### src/rtl/vid_irq_pkg.sv
package vid_irq_pkg;
  localparam int EVT_N = 4;
  typedef enum logic [1:0] {
    EVT_LINE_START  = 2'd0,
    EVT_LINE_END    = 2'd1,
    EVT_FRAME_START = 2'd2,
    EVT_FRAME_END   = 2'd3
  } evt_idx_e;
  localparam logic [3:0] ADDR_PEND     = 4'h0;
  localparam logic [3:0] ADDR_EN       = 4'h1;
  localparam logic [3:0] ADDR_SHD_BASE = 4'h4;
  localparam logic [3:0] ADDR_ACT_BASE = 4'h8;
endpackage

### src/rtl/vid_irq_pending.sv
module vid_irq_pending #(
  parameter int EVT_N = 4
) (
  input  logic             clk_i,
  input  logic             rst_ni,
  input  logic [EVT_N-1:0] evt_i,
  input  logic [EVT_N-1:0] clr_i,
  output logic [EVT_N-1:0] pend_o
);
  logic [EVT_N-1:0] pend_q;

  for (genvar k = 0; k < EVT_N; k++) begin : g_bit
    always_ff @(posedge clk_i or negedge rst_ni) begin
      if (!rst_ni)       pend_q[k] <= 1'b0;
      else if (evt_i[k]) pend_q[k] <= 1'b1;  // event beats clear
      else if (clr_i[k]) pend_q[k] <= 1'b0;
    end

    assert_evt_sets_R2: assert property (@(posedge clk_i) disable iff (!rst_ni)
      evt_i[k] |=> pend_q[k]);
    assert_clear_only_w1c_R4: assert property (@(posedge clk_i) disable iff (!rst_ni)
      $fell(pend_q[k]) |-> ($past(clr_i[k]) && !$past(evt_i[k])));
  end

  assign pend_o = pend_q;
endmodule

### src/rtl/vid_irq_params.sv
module vid_irq_params #(
  parameter int NUM_PARAMS = 4,
  parameter int PARAM_W    = 16
) (
  input  logic                                clk_i,
  input  logic                                rst_ni,
  input  logic [NUM_PARAMS-1:0]               wr_en_i,
  input  logic [PARAM_W-1:0]                  wdata_i,
  input  logic                                load_i,
  output logic [NUM_PARAMS-1:0][PARAM_W-1:0]  shadow_o,
  output logic [NUM_PARAMS-1:0][PARAM_W-1:0]  active_o
);
  logic [NUM_PARAMS-1:0][PARAM_W-1:0] shadow_q, active_q;

  for (genvar k = 0; k < NUM_PARAMS; k++) begin : g_reg
    always_ff @(posedge clk_i or negedge rst_ni) begin
      if (!rst_ni) begin
        shadow_q[k] <= '0;
        active_q[k] <= '0;
      end else begin
        if (wr_en_i[k]) shadow_q[k] <= wdata_i;
        if (load_i)     active_q[k] <= shadow_q[k];  // pre-edge shadow
      end
    end

    assert_active_hold_R7: assert property (@(posedge clk_i) disable iff (!rst_ni)
      !load_i |=> $stable(active_q[k]));
    assert_active_load_R8: assert property (@(posedge clk_i) disable iff (!rst_ni)
      load_i |=> (active_q[k] == $past(shadow_q[k])));
  end

  assign shadow_o = shadow_q;
  assign active_o = active_q;
endmodule

### src/rtl/vid_irq_unit.sv
module vid_irq_unit
  import vid_irq_pkg::*;
#(
  parameter int NUM_PARAMS = 4,
  parameter int PARAM_W    = 16,
  parameter int DATA_W     = 16,
  parameter int ADDR_W     = 4
) (
  input  logic                  clk_i,
  input  logic                  rst_ni,
  input  logic [EVT_N-1:0]      evt_i,
  input  logic                  bus_we_i,
  input  logic [ADDR_W-1:0]     bus_addr_i,
  input  logic [DATA_W-1:0]     bus_wdata_i,
  output logic [DATA_W-1:0]     bus_rdata_o,
  output logic                  irq_o
);
  localparam logic [ADDR_W-1:0] A_PEND = ADDR_W'(ADDR_PEND);
  localparam logic [ADDR_W-1:0] A_EN   = ADDR_W'(ADDR_EN);

  logic [EVT_N-1:0]                   en_q, pend, clr;
  logic [NUM_PARAMS-1:0]              shd_wr;
  logic [NUM_PARAMS-1:0][PARAM_W-1:0] shadow, active;

  assign clr = (bus_we_i && bus_addr_i == A_PEND) ? bus_wdata_i[EVT_N-1:0] : '0;

  for (genvar k = 0; k < NUM_PARAMS; k++) begin : g_dec
    assign shd_wr[k] = bus_we_i && (bus_addr_i == ADDR_W'(ADDR_SHD_BASE + k));
  end

  always_ff @(posedge clk_i or negedge rst_ni) begin
    if (!rst_ni)                              en_q <= '0;
    else if (bus_we_i && bus_addr_i == A_EN)  en_q <= bus_wdata_i[EVT_N-1:0];
  end

  vid_irq_pending #(.EVT_N(EVT_N)) i_pending (
    .clk_i  (clk_i),
    .rst_ni (rst_ni),
    .evt_i  (evt_i),
    .clr_i  (clr),
    .pend_o (pend)
  );

  vid_irq_params #(.NUM_PARAMS(NUM_PARAMS), .PARAM_W(PARAM_W)) i_params (
    .clk_i    (clk_i),
    .rst_ni   (rst_ni),
    .wr_en_i  (shd_wr),
    .wdata_i  (bus_wdata_i[PARAM_W-1:0]),
    .load_i   (evt_i[EVT_FRAME_START]),
    .shadow_o (shadow),
    .active_o (active)
  );

  assign irq_o = |(en_q & pend);

  always_comb begin
    bus_rdata_o = '0;
    if (bus_addr_i == A_PEND) bus_rdata_o = DATA_W'(pend);
    if (bus_addr_i == A_EN)   bus_rdata_o = DATA_W'(en_q);
    for (int k = 0; k < NUM_PARAMS; k++) begin
      if (bus_addr_i == ADDR_W'(ADDR_SHD_BASE + k)) bus_rdata_o = DATA_W'(shadow[k]);
      if (bus_addr_i == ADDR_W'(ADDR_ACT_BASE + k)) bus_rdata_o = DATA_W'(active[k]);
    end
  end

  assert_irq_quiet_disabled_R6: assert property (@(posedge clk_i) disable iff (!rst_ni)
    (en_q == '0) |-> !irq_o);
  assert_irq_drop_by_sw_R3: assert property (@(posedge clk_i) disable iff (!rst_ni)
    $fell(irq_o) |-> $past(bus_we_i && (bus_addr_i == A_PEND || bus_addr_i == A_EN)));
endmodule

### config.mk
export PLATFORM = sky130hd
export DESIGN_NAME = vid_irq_unit
export DESIGN_NICKNAME = d
export VERILOG_FILES = /design/src/rtl/vid_irq_pkg.sv /design/src/rtl/vid_irq_pending.sv /design/src/rtl/vid_irq_params.sv /design/src/rtl/vid_irq_unit.sv
export SDC_FILE = /design/constraint.sdc
export NUM_CORES = 1
export LEC_CHECK = 0
export BUFFER_PORTS_ARGS = -buffer_cell sky130_fd_sc_hd__buf_2
export CELL_PAD_IN_SITES_DETAIL_PLACEMENT = 0
export CELL_PAD_IN_SITES_GLOBAL_PLACEMENT = 1
export CORE_MARGIN = 5
export CORE_UTILIZATION = 40
export DETAILED_ROUTE_END_ITERATION = 12
export GPL_TIMING_DRIVEN = 0
export PLACE_DENSITY = 0.72
export REMOVE_ABC_BUFFERS = 1
export SETUP_SLACK_MARGIN = 0.05
export SLEW_MARGIN = 20
export SYNTH_ARGS = -nofsm -noshare
export SYNTH_HDL_FRONTEND = slang
export SYNTH_SLANG_ARGS = --single-unit
### constraint.sdc
create_clock -name clk_i -period 1.6 [get_ports clk_i]
set_input_delay 0.16 -clock clk_i [delete_from_list [all_inputs] [get_ports clk_i]]
set_output_delay 0.16 -clock clk_i [all_outputs]
set_load 0.05 [all_outputs]
* After elaboration in Yosys (flattened, before gate mapping)
Cells that the tools add are included.
** Word-level totals
- Bits in registers :: 136
- Latch bits :: 0
- Bits in writable memories :: 0
- Bits in read-only memories :: 0
- Bits of input ports :: 27
- Output and inout port bits :: 17
- Logic and storage cells :: 54
- Memories :: 0
** Operators by class
- Add/subtract/negate cells :: 0
- Multiply operators :: 0
- Div/mod/pow operators :: 0
- Order comparisons :: 0
- Eq/ne operators :: 9
- Shift operators :: 0
- Muxes and demuxes :: 19
- Bitwise gates (word level) :: 1
- Reduce and logical (&&, ||, !) cells :: 12
** Operator list (count)
- two-way mux 16 bit :: 9
- == test 4 x 3 -> 1 bit, second input constant :: 4
- == test 4 bit, second input constant :: 4
- two-way mux 1 bit :: 8
- two-way mux 4 bit :: 2
- nonzero test 2 bit :: 4
- logical AND 1 bit :: 6
- bitwise AND 4 bit :: 1
- == test 4 x 1 -> 1 bit, second input constant :: 1
- logical NOT 4 bit :: 1
- OR reduction 4 bit :: 1

* Depth between registers and ports, before layout
- Word-level depth :: 11
- Mapped depth :: 7
- Mapped depth without buffers :: 4

* Modules after synthesis
A second synthesis with hierarchy kept.
** Second synthesis, totals
- Cells, all modules :: 519
- Area, all modules :: 6841.6 um^2
** Modules (own cells, without submodules)
- vid_irq_params :: times used 1, cells an instance 271, area each 5117.4 um^2, sequential area each 3203.1 um^2
- vid_irq_unit :: times used 1, cells an instance 236, area each 1579.0 um^2, sequential area each 100.1 um^2
- vid_irq_pending :: times used 1, cells an instance 12, area each 145.1 um^2, sequential area each 100.1 um^2

* Worst setup path before layout
OpenSTA, ideal clock, no wires.
- Path type :: input -> output
- Start :: in bus_addr_i[2]
- End :: out bus_rdata_o[10]
- Arrival time :: 2177 ps
- Required time :: 1440 ps
- Setup slack :: -737 ps
- Stages :: 6
- Buffers on the path :: 3
- Cells stage by stage :: buf_6 nor2b_4 buf_6 clkbuf_1 o21ai_0 a311oi_1
** On the way
- Cells in the longest elaborated chain, start to end :: 9
- Elaborated cells between the ends (all ways) :: 16
- Those cells by class :: 8 x eq/ne; 8 x mux
** RTL lines
- from (decl) :: line vid_irq_unit.sv:13 : input logic [ADDR_W-1:0] bus_addr_i,
- == test 4 x 3 -> 1 bit :: line vid_irq_unit.sv:61 : if (bus_addr_i == ADDR_W'(ADDR_SHD_BASE + k)) bus_rdata_o = DATA_W'(shadow[k]);
- two-way mux 16 bit :: line vid_irq_unit.sv:61
- two-way mux 16 bit :: line vid_irq_unit.sv:62 : if (bus_addr_i == ADDR_W'(ADDR_ACT_BASE + k)) bus_rdata_o = DATA_W'(active[k]);
- two-way mux 16 bit :: line vid_irq_unit.sv:61
- two-way mux 16 bit :: line vid_irq_unit.sv:62
- two-way mux 16 bit :: line vid_irq_unit.sv:61
- two-way mux 16 bit :: line vid_irq_unit.sv:62
- two-way mux 16 bit :: line vid_irq_unit.sv:61
- two-way mux 16 bit * :: line vid_irq_unit.sv:62
- to (decl) :: line vid_irq_unit.sv:15 : output logic [DATA_W-1:0] bus_rdata_o,
Every way passes the cells marked *; elsewhere a longest branch is shown, timed or not.

* Worst setup path after layout
- Start :: reg i_pending.pend_q[3], in the netlist i_pending.pend_o[3]
- End :: out bus_rdata_o[3]
** On the way
- Cells in the longest elaborated chain, start to end :: 10
** RTL lines
- from (decl) :: line vid_irq_pending.sv:10 : logic [EVT_N-1:0] pend_q;
- from (signal, indexed assignment) :: line vid_irq_pending.sv:14 : if (!rst_ni) pend_q[k] <= 1'b0;
- from (signal, indexed assignment) :: line vid_irq_pending.sv:15 : else if (evt_i[k]) pend_q[k] <= 1'b1;
- from (signal, indexed assignment) :: line vid_irq_pending.sv:16 : else if (clr_i[k]) pend_q[k] <= 1'b0;
- two-way mux 4 bit :: line vid_irq_unit.sv:58 : if (bus_addr_i == A_PEND) bus_rdata_o = DATA_W'(pend);
- two-way mux 16 bit :: line vid_irq_unit.sv:59 : if (bus_addr_i == A_EN) bus_rdata_o = DATA_W'(en_q);
- two-way mux 16 bit :: line vid_irq_unit.sv:61
- two-way mux 16 bit :: line vid_irq_unit.sv:62
- two-way mux 16 bit :: line vid_irq_unit.sv:61
- two-way mux 16 bit :: line vid_irq_unit.sv:62
- two-way mux 16 bit :: line vid_irq_unit.sv:61
- two-way mux 16 bit :: line vid_irq_unit.sv:62
- two-way mux 16 bit :: line vid_irq_unit.sv:61
- two-way mux 16 bit :: line vid_irq_unit.sv:62
No other way between the ends.

==> metrics.md <==
| Metric | Value |
|---|---|
| Violations in the final reports | `negative setup slack` |
| Buffer depth of the longest clock path | `2` |
| Core outline area | `0.0159 mm2` |
| Required time at the worst-slack endpoint | `1440 ps` |
| Net total in the final layout | `560` |
| Total count of hold-check failures in the final report | `0` |
| Die outline area | `0.0189 mm2` |
| TritonCTS clock tree | `yes` |
| FF-to-FF Start | `i_params.active_o[17]$_DFFE_PN0P_` |
| Final antenna diode count | `0` |
| Crit end category | `output port` |
| Number of rows in the core area | `46` |
| Fraction of final layout cells sized beyond drive strength 1 | `~45%` |
| Count of TritonRoute iterations in the first routing pass | `4` |
| Cells on worst reg2reg path | `2` |
| Synth Instances | `487` |
| Setup slack, reg-to-reg | `720 ps` |
| Post-route worst setup slack | `-238 ps` |
| Startpoint type of the worst setup path | `flop` |
| Final Total Pwr | `about 11 mW` |
| R2r endpoint | `i_params.active_o[17]$_DFFE_PN0P_` |
| Hold path endpoint | `i_params.shadow_o[47]$_DFFE_PN0P_` |
| Insertion delay of the later-clocked pin in the worst-skew pair | `420 ps` |
| Routability Congestion | `0.772` |
| Maximum number of pins on one net before global-route repair | `70` |
| Final instance area | `0.00791 mm2` |
| Commonest non-fill, non-tap cells in the layout | `dfrtp_1 (136), mux2_2 (112), o21ai_0 (33), buf_4 (26)` |
| Number of distinct library cells after synthesis | `39` |
| I/O pin count | `44` |
| Critical path fanouts, max | `2` |
| Worst clock skew | `4.97 ps` |
| Count of flip-flops with a built-in enable after synthesis | `0` |
| Antenna violations before repair | `0` |
| Max_cap viols | `0` |
| Fraction of registers with async set/reset | `100%` |
| Type of the worst min-delay path | `input port to flop` |
| Initial core utilization | `between 40% and 50%` |
| Worst-margin pin slew | `about 700 ps` |
| Unrepaired setup endpoints after global routing | `yes` |
| Worst slack at placement | `-1390 ps` |
| Most used DFF post-synth | `dfrtp_1` |
| Upper clock frequency limit | `544 MHz` |
| Outcome | `complete, but fails checks` |
| Global-route usage over all layers | `18.1%` |
| Wire length of the first global-routing pass | `approximately 26000 um` |
| Area of the mapped netlist | `0.00651 mm2` |
| Number of design rule violations left after detail routing | `0` |
| Crit path time final | `between 1500 and 2000 ps` |
| Flops & latches, synth | `136` |
| Grt total ovfl | `0` |
| Mean number of vias per cell | `5.77` |
| Total number of vias | `4400` |
| Die Wd | `138 um` |
| Total power density per cell area | `about 1400 mW/mm2` |
| Commonest non-fill, non-tap cell in the layout | `dfrtp_1` |
| CTS root buffer | `clkbuf_16` |
| Cell at the slowest stage of the critical path | `dfrtp_1` |
| Number of max-slew violations in the final report | `0` |
| Final count of negative-setup-slack endpoints | `16` |
| Data arrival time of the worst path | `1680 ps` |
| Number of buffers and inverters on the critical path | `1` |
| Share of synthesized area occupied by flip-flops and latches | `52.3%` |
| Vias in the first global route | `4607` |
| Biggest cell delay along the critical path | `~350 ps` |
| Static leakage | `roughly 3.5 nW` |
| Quantity of I/O buffers inserted on ports | `43` |
| CTS H-tree depth | `4` |
| Detailed Route WL | `16000 um` |
| Start-to-end type of the worst setup path | `flop to output port` |
| Headroom to the max-slew limit | `53.0%` |
| Vertical die dimension | `between 100 and 150 um` |
| Period utilisation layout | `115%` |
| Average size of a mapped cell | `13.4 um2` |
| Num CTS Buffers | `17` |
| Cell family contributing the most delay on the critical path | `compound AO/OA/AOI/OAI gates` |
| Clock-pin slew on the worst setup and hold paths | `50 ps` |
| Placed Area | `approximately 0.0068 mm2` |
| Yosys warning count | `0` |
| Sink count of the clock tree | `between 100 and 150` |
| Remaining antenna violation count after routing | `0` |
| Min-delay src | `bus_wdata_i[15]` |
| Crit path cell chain | `mux2i_1 > o32ai_2 > o221ai_1 > a32oi_1 > buf_4` |
| IR Drop Worst-Case VDD | `0.820 mV` |
| WHS Path Cells | `2` |
| Post-layout util | `49.6%` |
| Count of routing violations after the opening detailed-route iteration | `259` |
| Dpl hpwl | `8680 um` |
| Wire per inst | `about 21 um` |
| Layout Area Growth over Synthesis | `21.6%` |
worst reg2reg max path, cell delays in order, from the launching register on:
cell	delay [ps]
dfrtp_1	370
buf_4	140
mux2_2	260
sequential cells by signal (all words and copies together), names as in the netlist:
signal / count
i_params.active_o: 64
i_params.shadow_o: 64
en_q: 4
i_pending.pend_o: 4
per-layer routing:
layer	GRT usage (%)	part of all wire, %	vias to the layer above
met3	4.42	4.3	13
met4	5.43	1.1	0
li1	-	-	1962
met5	0	0	-
met1	23.2	44	2335
met2	30.3	51	90
synth_stat cells (3+ instances only):
| library cell | number | area share, % |
|---|---|---|
| mux2i_1 | 8 | 1.2 |
| o22ai_1 | 11 | 1.1 |
| a22oi_1 | 14 | 1.6 |
| a221oi_1 | 12 | 1.6 |
| o21a_1 | 7 | 0.81 |
| buf_4 | 8 | 0.92 |
| o21ai_0 | 35 | 2.7 |
| a32oi_1 | 4 | 0.54 |
| nand3_1 | 4 | 0.31 |
| nand2b_1 | 3 | 0.29 |
| buf_2 | 16 | 1.2 |
| a21o_1 | 4 | 0.46 |
| buf_6 | 6 | 1.0 |
| mux2_2 | 112 | 19 |
| clkbuf_1 | 14 | 0.81 |
| a22o_1 | 3 | 0.40 |
| nand2_1 | 6 | 0.35 |
| o221ai_1 | 13 | 1.8 |
| mux2_4 | 20 | 4.6 |
| nor2_1 | 4 | 0.23 |
| o211a_1 | 15 | 2.3 |
| dfrtp_1 | 136 | 52 |
| a311oi_1 | 12 | 1.6 |
logic make-up (layout without fill, tap and decap cells):
| group | Yosys count | in the layout | synth area share, % |
|---|---|---|---|
| flops | 136 | 136 | 52.3 |
| mux | 140 | 140 | 25.2 |
| compound gates | 132 | 132 | 15.1 |
| simple gates | 35 | 39 | 3.35 |
| buf+inv | 44 | 99 | 4.00 |
final cells by class:
| type | count | area (um2) |
|---|---|---|
| timing repair buffer | 67 | 623 |
| sequential | 136 | 3400 |
| tap | 216 | 270 |
| clock buffer | 25 | 495 |
| clock inverter | 7 | 163 |
| fill | 1373 | 8030 |
| multi-input combinational | 311 | 2960 |
through the flow:
step | hold slack, ps | setup TNS (ps) | instances
after floorplan | -136 | -19650 | 443
after global placement | 337 | -311180 | 702
after detailed placement | 150 | -88750 | 706
after CTS | 15.6 | -3000 | 762
after global routing | 18.6 | -4390 | 762
final | 32.9 | -2910 | 762
how the worst max path moves through the flow:
stage,startpoint,to,depth (start not counted)
detailed placement,bus_addr_i[1],i_params.shadow_o[34]$_DFFE_PN0P_,4
CTS,i_pending.pend_o[3]$_DFFE_PN0P_,bus_rdata_o[3],5
finish,i_pending.pend_o[3]$_DFFE_PN0P_,bus_rdata_o[3],5
floorplan,bus_addr_i[2],bus_rdata_o[10],4
global route,en_q[3]$_DFFE_PN0P_,bus_rdata_o[3],5
global placement,bus_addr_i[0],i_params.shadow_o[17]$_DFFE_PN0P_,4
timing repair:
action,CTS,global route
setup endpoints to repair,80,17
resized for setup,47,1
pin swaps,3,2
cloned,4,0
hold buffers,4,0
buffers inserted,16,0
endpoints found under the hold margin,70,0
where the power goes:
part | leakage (nW) | switching [mW] | internal, mW
Sequential | 1.66 | 0.520 | 4.30
Combinational | 1.48 | 0.918 | 1.12
Clock | 0.318 | 1.38 | 2.93
Power figures use the tool's default switching activity.
